File: config.mk
export PLATFORM = sky130hd
export DESIGN_NAME = loop_addr_gen
export DESIGN_NICKNAME = d
export VERILOG_FILES = /design/src/rtl/loop_addr_pkg.sv /design/src/rtl/loop_rst_sync.sv /design/src/rtl/loop_mode_decode.sv /design/src/rtl/loop_addr_side.sv /design/src/rtl/loop_addr_gen.sv
export SDC_FILE = /design/constraint.sdc
export NUM_CORES = 1
export LEC_CHECK = 0
export BUFFER_PORTS_ARGS = -buffer_cell sky130_fd_sc_hd__buf_2
export CAP_MARGIN = 15
export CORE_MARGIN = 3
export CORE_UTILIZATION = 54
export DETAILED_ROUTE_END_ITERATION = 10
export PLACE_DENSITY = 0.78
export SYNTH_ARGS = -nofsm -noshare
export SYNTH_HDL_FRONTEND = slang
export SYNTH_HIERARCHICAL = 1
export SYNTH_SLANG_ARGS = --single-unit
File: constraint.sdc
create_clock -name clk -period 6.2 [get_ports clk]
set_clock_uncertainty 0.15 [all_clocks]
set_input_delay 0.62 -clock clk [delete_from_list [all_inputs] [get_ports clk]]
set_output_delay 0.62 -clock clk [all_outputs]
set_load 0.01 [all_outputs]
File: src/rtl/loop_addr_pkg.sv
package loop_addr_pkg;

  // Width of a log2 window-size field.
  localparam int unsigned LOOP_SZ_W = 2;

  // Number of address sides: index 0 is source, index 1 is destination.
  localparam int unsigned NUM_SIDES = 2;

  typedef struct packed {
    logic                 loop_en;
    logic [LOOP_SZ_W-1:0] log2_win;
  } side_cfg_t;

endpackage

File: src/rtl/loop_rst_sync.sv
module loop_rst_sync #(
  parameter int unsigned STAGES = 2
) (
  input  logic clk,
  input  logic rst_n,
  output logic rst_q_n
);

  logic [STAGES-1:0] sync_q;
  logic [STAGES-1:0] sync_d;

  always_comb begin
    sync_d = {sync_q[STAGES-2:0], 1'b1};
  end

  always_ff @(posedge clk or negedge rst_n) begin
    if (!rst_n) begin
      sync_q <= '0;
    end else begin
      sync_q <= sync_d;
    end
  end

  assign rst_q_n = sync_q[STAGES-1];

endmodule

File: src/rtl/loop_mode_decode.sv
module loop_mode_decode
  import loop_addr_pkg::*;
#(
  parameter int unsigned MODE_W     = 32,
  parameter int unsigned SRC_EN_BIT = 12,
  parameter int unsigned DST_EN_BIT = 13,
  parameter int unsigned SRC_SZ_LSB = 14,
  parameter int unsigned DST_SZ_LSB = 16
) (
  input  logic [MODE_W-1:0]            mode_i,
  output side_cfg_t [NUM_SIDES-1:0]    cfg_o
);

  always_comb begin
    cfg_o[0].loop_en  = mode_i[SRC_EN_BIT];
    cfg_o[0].log2_win = mode_i[SRC_SZ_LSB +: LOOP_SZ_W];
    cfg_o[1].loop_en  = mode_i[DST_EN_BIT];
    cfg_o[1].log2_win = mode_i[DST_SZ_LSB +: LOOP_SZ_W];
  end

endmodule

File: src/rtl/loop_addr_side.sv
module loop_addr_side
  import loop_addr_pkg::*;
#(
  parameter int unsigned ADDR_W = 32
) (
  input  logic              clk,
  input  logic              rst_n,
  input  logic              load_i,
  input  logic              step_i,
  input  logic [ADDR_W-1:0] base_i,
  input  side_cfg_t         cfg_i,
  output logic [ADDR_W-1:0] addr_o
);

  localparam logic [ADDR_W-1:0] ONE = {{(ADDR_W-1){1'b0}}, 1'b1};

  logic [ADDR_W-1:0] base_q, base_d;
  logic [ADDR_W-1:0] off_q,  off_d;
  logic [ADDR_W-1:0] addr_q, addr_d;
  logic              en;

  logic [ADDR_W-1:0] win_mask;
  logic [ADDR_W-1:0] off_inc;
  logic [ADDR_W-1:0] off_wrap;

  // Window mask: all ones in linear mode, 2^k-1 in looping mode.
  always_comb begin
    if (cfg_i.loop_en) begin
      win_mask = (ONE << cfg_i.log2_win) - ONE;
    end else begin
      win_mask = '1;
    end
    off_inc  = off_q + ONE;
    off_wrap = off_inc & win_mask;
  end

  // Next-state selection; load has priority over step.
  always_comb begin
    base_d = base_q;
    off_d  = off_q;
    addr_d = addr_q;
    en     = 1'b0;
    if (load_i) begin
      en     = 1'b1;
      base_d = base_i;
      off_d  = '0;
      addr_d = base_i;
    end else if (step_i) begin
      en     = 1'b1;
      off_d  = off_wrap;
      addr_d = base_q + off_wrap;
    end
  end

  always_ff @(posedge clk or negedge rst_n) begin
    if (!rst_n) begin
      base_q <= '0;
      off_q  <= '0;
      addr_q <= '0;
    end else if (en) begin
      base_q <= base_d;
      off_q  <= off_d;
      addr_q <= addr_d;
    end
  end

  assign addr_o = addr_q;

endmodule

File: src/rtl/loop_addr_gen.sv
module loop_addr_gen
  import loop_addr_pkg::*;
#(
  parameter int unsigned ADDR_W     = 32,
  parameter int unsigned MODE_W     = 32,
  parameter int unsigned SRC_EN_BIT = 12,
  parameter int unsigned DST_EN_BIT = 13,
  parameter int unsigned SRC_SZ_LSB = 14,
  parameter int unsigned DST_SZ_LSB = 16,
  parameter int unsigned RST_STAGES = 2
) (
  input  logic              clk,
  input  logic              rst_n,
  input  logic              load_i,
  input  logic              step_i,
  input  logic [ADDR_W-1:0] src_base_i,
  input  logic [ADDR_W-1:0] dst_base_i,
  input  logic [MODE_W-1:0] mode_i,
  output logic [ADDR_W-1:0] src_addr_o,
  output logic [ADDR_W-1:0] dst_addr_o
);

  logic                            rst_q_n;
  side_cfg_t [NUM_SIDES-1:0]       side_cfg;
  logic [NUM_SIDES-1:0][ADDR_W-1:0] side_base;
  logic [NUM_SIDES-1:0][ADDR_W-1:0] side_addr;

  loop_rst_sync #(
    .STAGES (RST_STAGES)
  ) u_rst_sync (
    .clk     (clk),
    .rst_n   (rst_n),
    .rst_q_n (rst_q_n)
  );

  loop_mode_decode #(
    .MODE_W     (MODE_W),
    .SRC_EN_BIT (SRC_EN_BIT),
    .DST_EN_BIT (DST_EN_BIT),
    .SRC_SZ_LSB (SRC_SZ_LSB),
    .DST_SZ_LSB (DST_SZ_LSB)
  ) u_decode (
    .mode_i (mode_i),
    .cfg_o  (side_cfg)
  );

  assign side_base[0] = src_base_i;
  assign side_base[1] = dst_base_i;

  for (genvar s = 0; s < NUM_SIDES; s++) begin : g_side
    loop_addr_side #(
      .ADDR_W (ADDR_W)
    ) u_side (
      .clk    (clk),
      .rst_n  (rst_q_n),
      .load_i (load_i),
      .step_i (step_i),
      .base_i (side_base[s]),
      .cfg_i  (side_cfg[s]),
      .addr_o (side_addr[s])
    );
  end

  assign src_addr_o = side_addr[0];
  assign dst_addr_o = side_addr[1];

endmodule

* Word-level counts from Yosys, hierarchy flattened
Cells that the tools add are included.
Storage, ports and cells: output and inout bits 64, input bits 100, register bits after elaboration 194
Cells by class: shift operators 2, reduce and logical (&&, ||, !) cells 3, multiplexer cells 12, add/sub/neg operators 6, bitwise logic cells 2
Operators by type and width (count):
- two-way mux 32 bit | 10
- adder 32 x 1 -> 32 bit (second input constant) | 2
- adder 32 bit | 2
- bitwise AND 32 bit | 2
- << shifter 1 x 2 -> 32 bit (first input constant) | 2
- subtractor 32 x 1 -> 32 bit (second input constant) | 2
- AND reduction 2 bit | 2
- two-way mux 1 bit | 2
- nonzero test 2 bit | 1

* Depth between registers and ports, before layout
depth in word-level cells 7, depth in mapped cells 20, depth with buffers taken out 18

* Cells and area by module
The synthesis kept the hierarchy.
Modules (own cells, without submodules):
- loop_addr_side at g_side[1].u_side | times used 1, seq. area each 2402.3 um^2, area each 6452.4 um^2, cells an instance 723
- loop_addr_side at g_side[0].u_side | times used 1, seq. area each 2402.3 um^2, area each 6277.3 um^2, cells an instance 699
- loop_rst_sync | times used 1, seq. area each 50.0 um^2, area each 53.8 um^2, cells an instance 3
- loop_mode_decode | times used 1, seq. area each 0.0 um^2, area each 45.0 um^2, cells an instance 6

* Worst setup path before layout
OpenSTA, ideal clock, no wires.
kind input to register, start point input port mode_i[15], end point register g_side[0].u_side.addr_q[25], setup time 0.125 ns, data arrival time 4.341 ns, setup slack 1.584 ns, stages 20, path buffers 2, data required time 5.925 ns, cells stage by stage buf_4 > nor2_1 > inv_1 > ha_1 > nand2b_1 > and2_1 > clkbuf_1 > nor2_1 > ha_1 > nor4_1 > o21ai_0 > a31o_2 > maj3_1 > o221a_2 > o21ai_2 > a311oi_2 > o311ai_0 > a31o_1 > a31oi_1 > mux2_2
Between the ends: cells in the longest elaborated chain, start to end 7
RTL lines:
- start, declared | line loop_addr_gen.sv:18 | input logic [MODE_W-1:0] mode_i,
- << shifter 1 x 2 -> 32 bit | line loop_addr_side.sv:29 | win_mask = (ONE << cfg_i.log2_win) - ONE;
- subtractor 32 x 1 -> 32 bit | line loop_addr_side.sv:29
- two-way mux 32 bit | line loop_addr_side.sv:28 | if (cfg_i.loop_en) begin
- bitwise AND 32 bit | line loop_addr_side.sv:34 | off_wrap = off_inc & win_mask;
- adder 32 bit | line loop_addr_side.sv:51 | addr_d = base_q + off_wrap;
- two-way mux 32 bit | line loop_addr_side.sv:48 | end else if (step_i) begin
- two-way mux 32 bit | line loop_addr_side.sv:43 | if (load_i) begin
- end signal, assigned | line loop_addr_side.sv:63 | addr_q <= addr_d;
- end, declared | line loop_addr_side.sv:19 | logic [ADDR_W-1:0] addr_q, addr_d;
Every way passes these cells. The select of a mux whose other input is x is not followed. A chain may end at the register's enable or synchronous reset.

* Worst setup path in the final report
Same ends and word-level chain as after synthesis.

==> flow_summary.yaml <==
clock_network:
  cts_root_buf: "clkbuf_16"
  h-tree-depth: 4
  clk_latency_ps: 440
  numCtsBuffers: 17
  tritoncts: "done"
  cts.sinks: 194
  ctsLongestPathBuffers: 2
  clk_pin_slew_ps: 80
synth:
  yosys.area_share.xor_xnor_pct: 6.827
  synthAdderAreaFrac_pct: 6.749
  yosys.cell_types.count: 93
  synth-main-ff-cell: "dfrtp_1"
  synth_top_family_by_area: "compound AO/OA/AOI/OAI gates"
  ys_warn_count: 6
  synth_top_area_cell: "dfrtp_1"
  synthSimpleGateAreaFrac_pct: 17.78
  synthMostInstantiatedCell: "dfrtp_1"
  synth-compound-area-share_pct: 18.19
  synth_area_um2: 12830
  synthTopCellsByArea: "dfrtp_1, mux2i_1, ha_1"
  synthArstFlopShare_pct: 100.0
  synthMuxAreaShare_pct: 8.466
  netlist.area_leader.share_pct: 37.84
  synth-edff-count: 0
  ys_ff_latch: 194
  synth_fp_nets: 1591
  seq_area_frac_synth_pct: 37.84
  synth.avg_cell_area_um2: 8.965
  synth.top_cells.by_count: "dfrtp_1, nor2_1, nand2_1"
  synth_cells: 1431
timing:
  hold_ws_ps: 205.9
  finalSetupTns_ps: 0
  timing.final.hold_violations: 0
  final_max_slew_viol_count: 0
  setup_viol: 0
  post-route-period-util_pct: 79.51
  fin_crit_ps: 4930
  rsz0062_at_grt: "no"
  fmax_mhz: 202.8
  tightest_slew_ps: 1150
  slew_headroom_pct: 23.31
global_routing:
  grtUsageTotal_pct: 24.08
  grt_pass1_wl_um: 51980
  gr-total-overflow: 0
  antenna_found_initial: 1
  grt_max_degree: 193
  first_global_vias: 10690
min_path:
  hold_path.class: "flop to flop"
setup_path:
  required_ps: 6380
  crit_path_start_kind: "primary input"
  cp-end-kind: "flop"
  cp_max_fo: 12
  cp.arrival_ps: 5110
  critical_path_class: "primary input to flop"
final_layout:
  num-fill-cells: 2022
  postLayoutCoreUtil_pct: 62.26
  n_antenna_cell: 0
  nets: 1690
  synthToLayoutAreaGrowth_pct: 11.56
  drive_gt1_share_pct: 15.81
pwr:
  p_total_mw: 2.993
  ir_drop_mv: 0.1366
  pwr_density_cell_nw_per_um2: 209.1
  p_leak_nw: 6.638
route:
  drt_iter0_markers: 736
  wl_per_cell_um: 16.52
  firstDrtPassIters: 5
  wl_um: 30660
  drc_errors: 0
  ant_nets: 0
  vias_per_cell: 5.764
  routed-via-count: 10700
placement:
  gp_congestion: 0.8586
  dpl.hpwl_um: 21460
  numPortBuffers: 137
run:
  drv_cap: 0
die:
  die-area_um2: 25640
  io_pins: 164
  die_h_um: 160.1
  die_w_um: 160.1
  initial_core_util_pct: 55.81
  rows: 55
  core-area_um2: 22980
outcome:
  status: "finished clean"
## metrics by stage
step,setup WS [ps],area [µm²],cells
after floorplan,243.7,12830,1431
after global placement,1065,13730,1823
after detailed placement,986.8,13730,1823
after CTS,1363,14310,1856
after global routing,905.8,14310,1856
final,1270,14310,1856
## critical path, stage by stage
cell	delay [ps]
buf_2	110
nor2_1	120
inv_1	60
ha_1	180
nand2b_1	210
and2_1	490
nor2_1	160
ha_1	260
nor4_1	260
o21ai_0	250
a31o_2	270
maj3_1	390
o221a_2	160
o21ai_2	250
a311oi_2	200
o311ai_0	510
a31o_1	220
a31oi_1	90
mux2_2	290
## kinds of logic after synthesis
group                      after synthesis
xor gates and xnor gates               100
muxes                                  105
buffers and inverters                  134
AOI/OAI and AO/OA                      358
DFF                                    194
and+or+nand+nor                        469
other                                    1
adders and majority gates               70
## cells in the final DEF, fill, tap and decap left out, types with 8 or more instances in the layout
| cell type | Yosys | final |
|---|---|---|
| o21bai_1 | 8 | 8 |
| and3_1 | 17 | 17 |
| buf_2 | 2 | 135 |
| buf_4 | 6 | 8 |
| o31ai_1 | 8 | 8 |
| nor2b_1 | 15 | 15 |
| clkbuf_16 | 0 | 17 |
| a21o_1 | 24 | 24 |
| or3_1 | 10 | 10 |
| nand2b_1 | 9 | 9 |
| nor4_1 | 10 | 10 |
| a31oi_1 | 14 | 14 |
| mux2_2 | 24 | 24 |
| xnor2_1 | 57 | 57 |
| inv_1 | 67 | 67 |
| a211oi_1 | 13 | 13 |
| dfrtp_1 | 194 | 193 |
| nand4_1 | 13 | 13 |
| ha_1 | 58 | 58 |
| and2_1 | 9 | 9 |
| nor3_1 | 23 | 23 |
| a22oi_1 | 9 | 9 |
| xor2_1 | 43 | 43 |
| mux2i_1 | 80 | 80 |
| maj3_1 | 10 | 10 |
| a21oi_1 | 71 | 71 |
| nor2_1 | 148 | 148 |
| nand2_1 | 134 | 134 |
| o21ai_0 | 130 | 130 |
| nand3_1 | 41 | 41 |
## registers in the layout, summed over array words and instances, names as in the netlist
name,count
g_side.u_side/off_q,64
g_side.u_side/base_q,64
u_rst_sync/sync_q,2
g_side.u_side/addr_o,64
## layout make-up
type | count | area, µm² | share of cell area (%)
tap | 313 | 391.6 | 2.737
sequential | 194 | 4858 | 33.95
timing repair buffer | 147 | 788.3 | 5.508
clock inverter | 14 | 146.4 | 1.023
multi-input combinational | 1103 | 7446 | 52.03
clock buffer | 18 | 429.2 | 2.999
inverter | 67 | 251.5 | 1.757
## report_power, final
| part | switching (mW) | internal (mW) |
|---|---|---|
| clock network | 0.556 | 0.538 |
| logic | 0.293 | 0.197 |
| registers | 0.0590 | 1.35 |
| total | 0.908 | 2.08 |
## layer usage
metal	vias to the layer above	share of wire, %	GRT usage [%]	wire, µm
li1	5291	-	-	-
met4	2	1.8	6.785	552
met5	-	0.026	0	8
met1	5111	49	34.38	14920
met2	248	45	37.77	13900
met3	46	4.2	4.332	1273
## worst paths after layout
kind | startpoint | cells after the start | slack [ps] | to
max | mode_i[15] | 19 | 1270 | g_side[0].u_side/addr_o[25]
min | u_rst_sync/sync_q[0] | 0 | 210 | u_rst_sync/sync_q[1]
max reg2reg | g_side[0].u_side/off_q[3] | 17 | 1310 | g_side[0].u_side/addr_o[29]
min reg2reg | u_rst_sync/sync_q[0] | 0 | 210 | u_rst_sync/sync_q[1]
max in group asynchronous | u_rst_sync/sync_q[1] | 1 | 4680 | g_side[1].u_side/off_q[5]
min in group asynchronous | u_rst_sync/sync_q[1] | 1 | 300 | g_side[0].u_side/addr_o[10]
## timing repair
action | CTS | global route
hold buffers | 1 | 0
resized for setup | 0 | 0
endpoints found under the hold margin | 2 | 0
setup buffers | 0 | 0
Power figures use the tool's default switching activity.
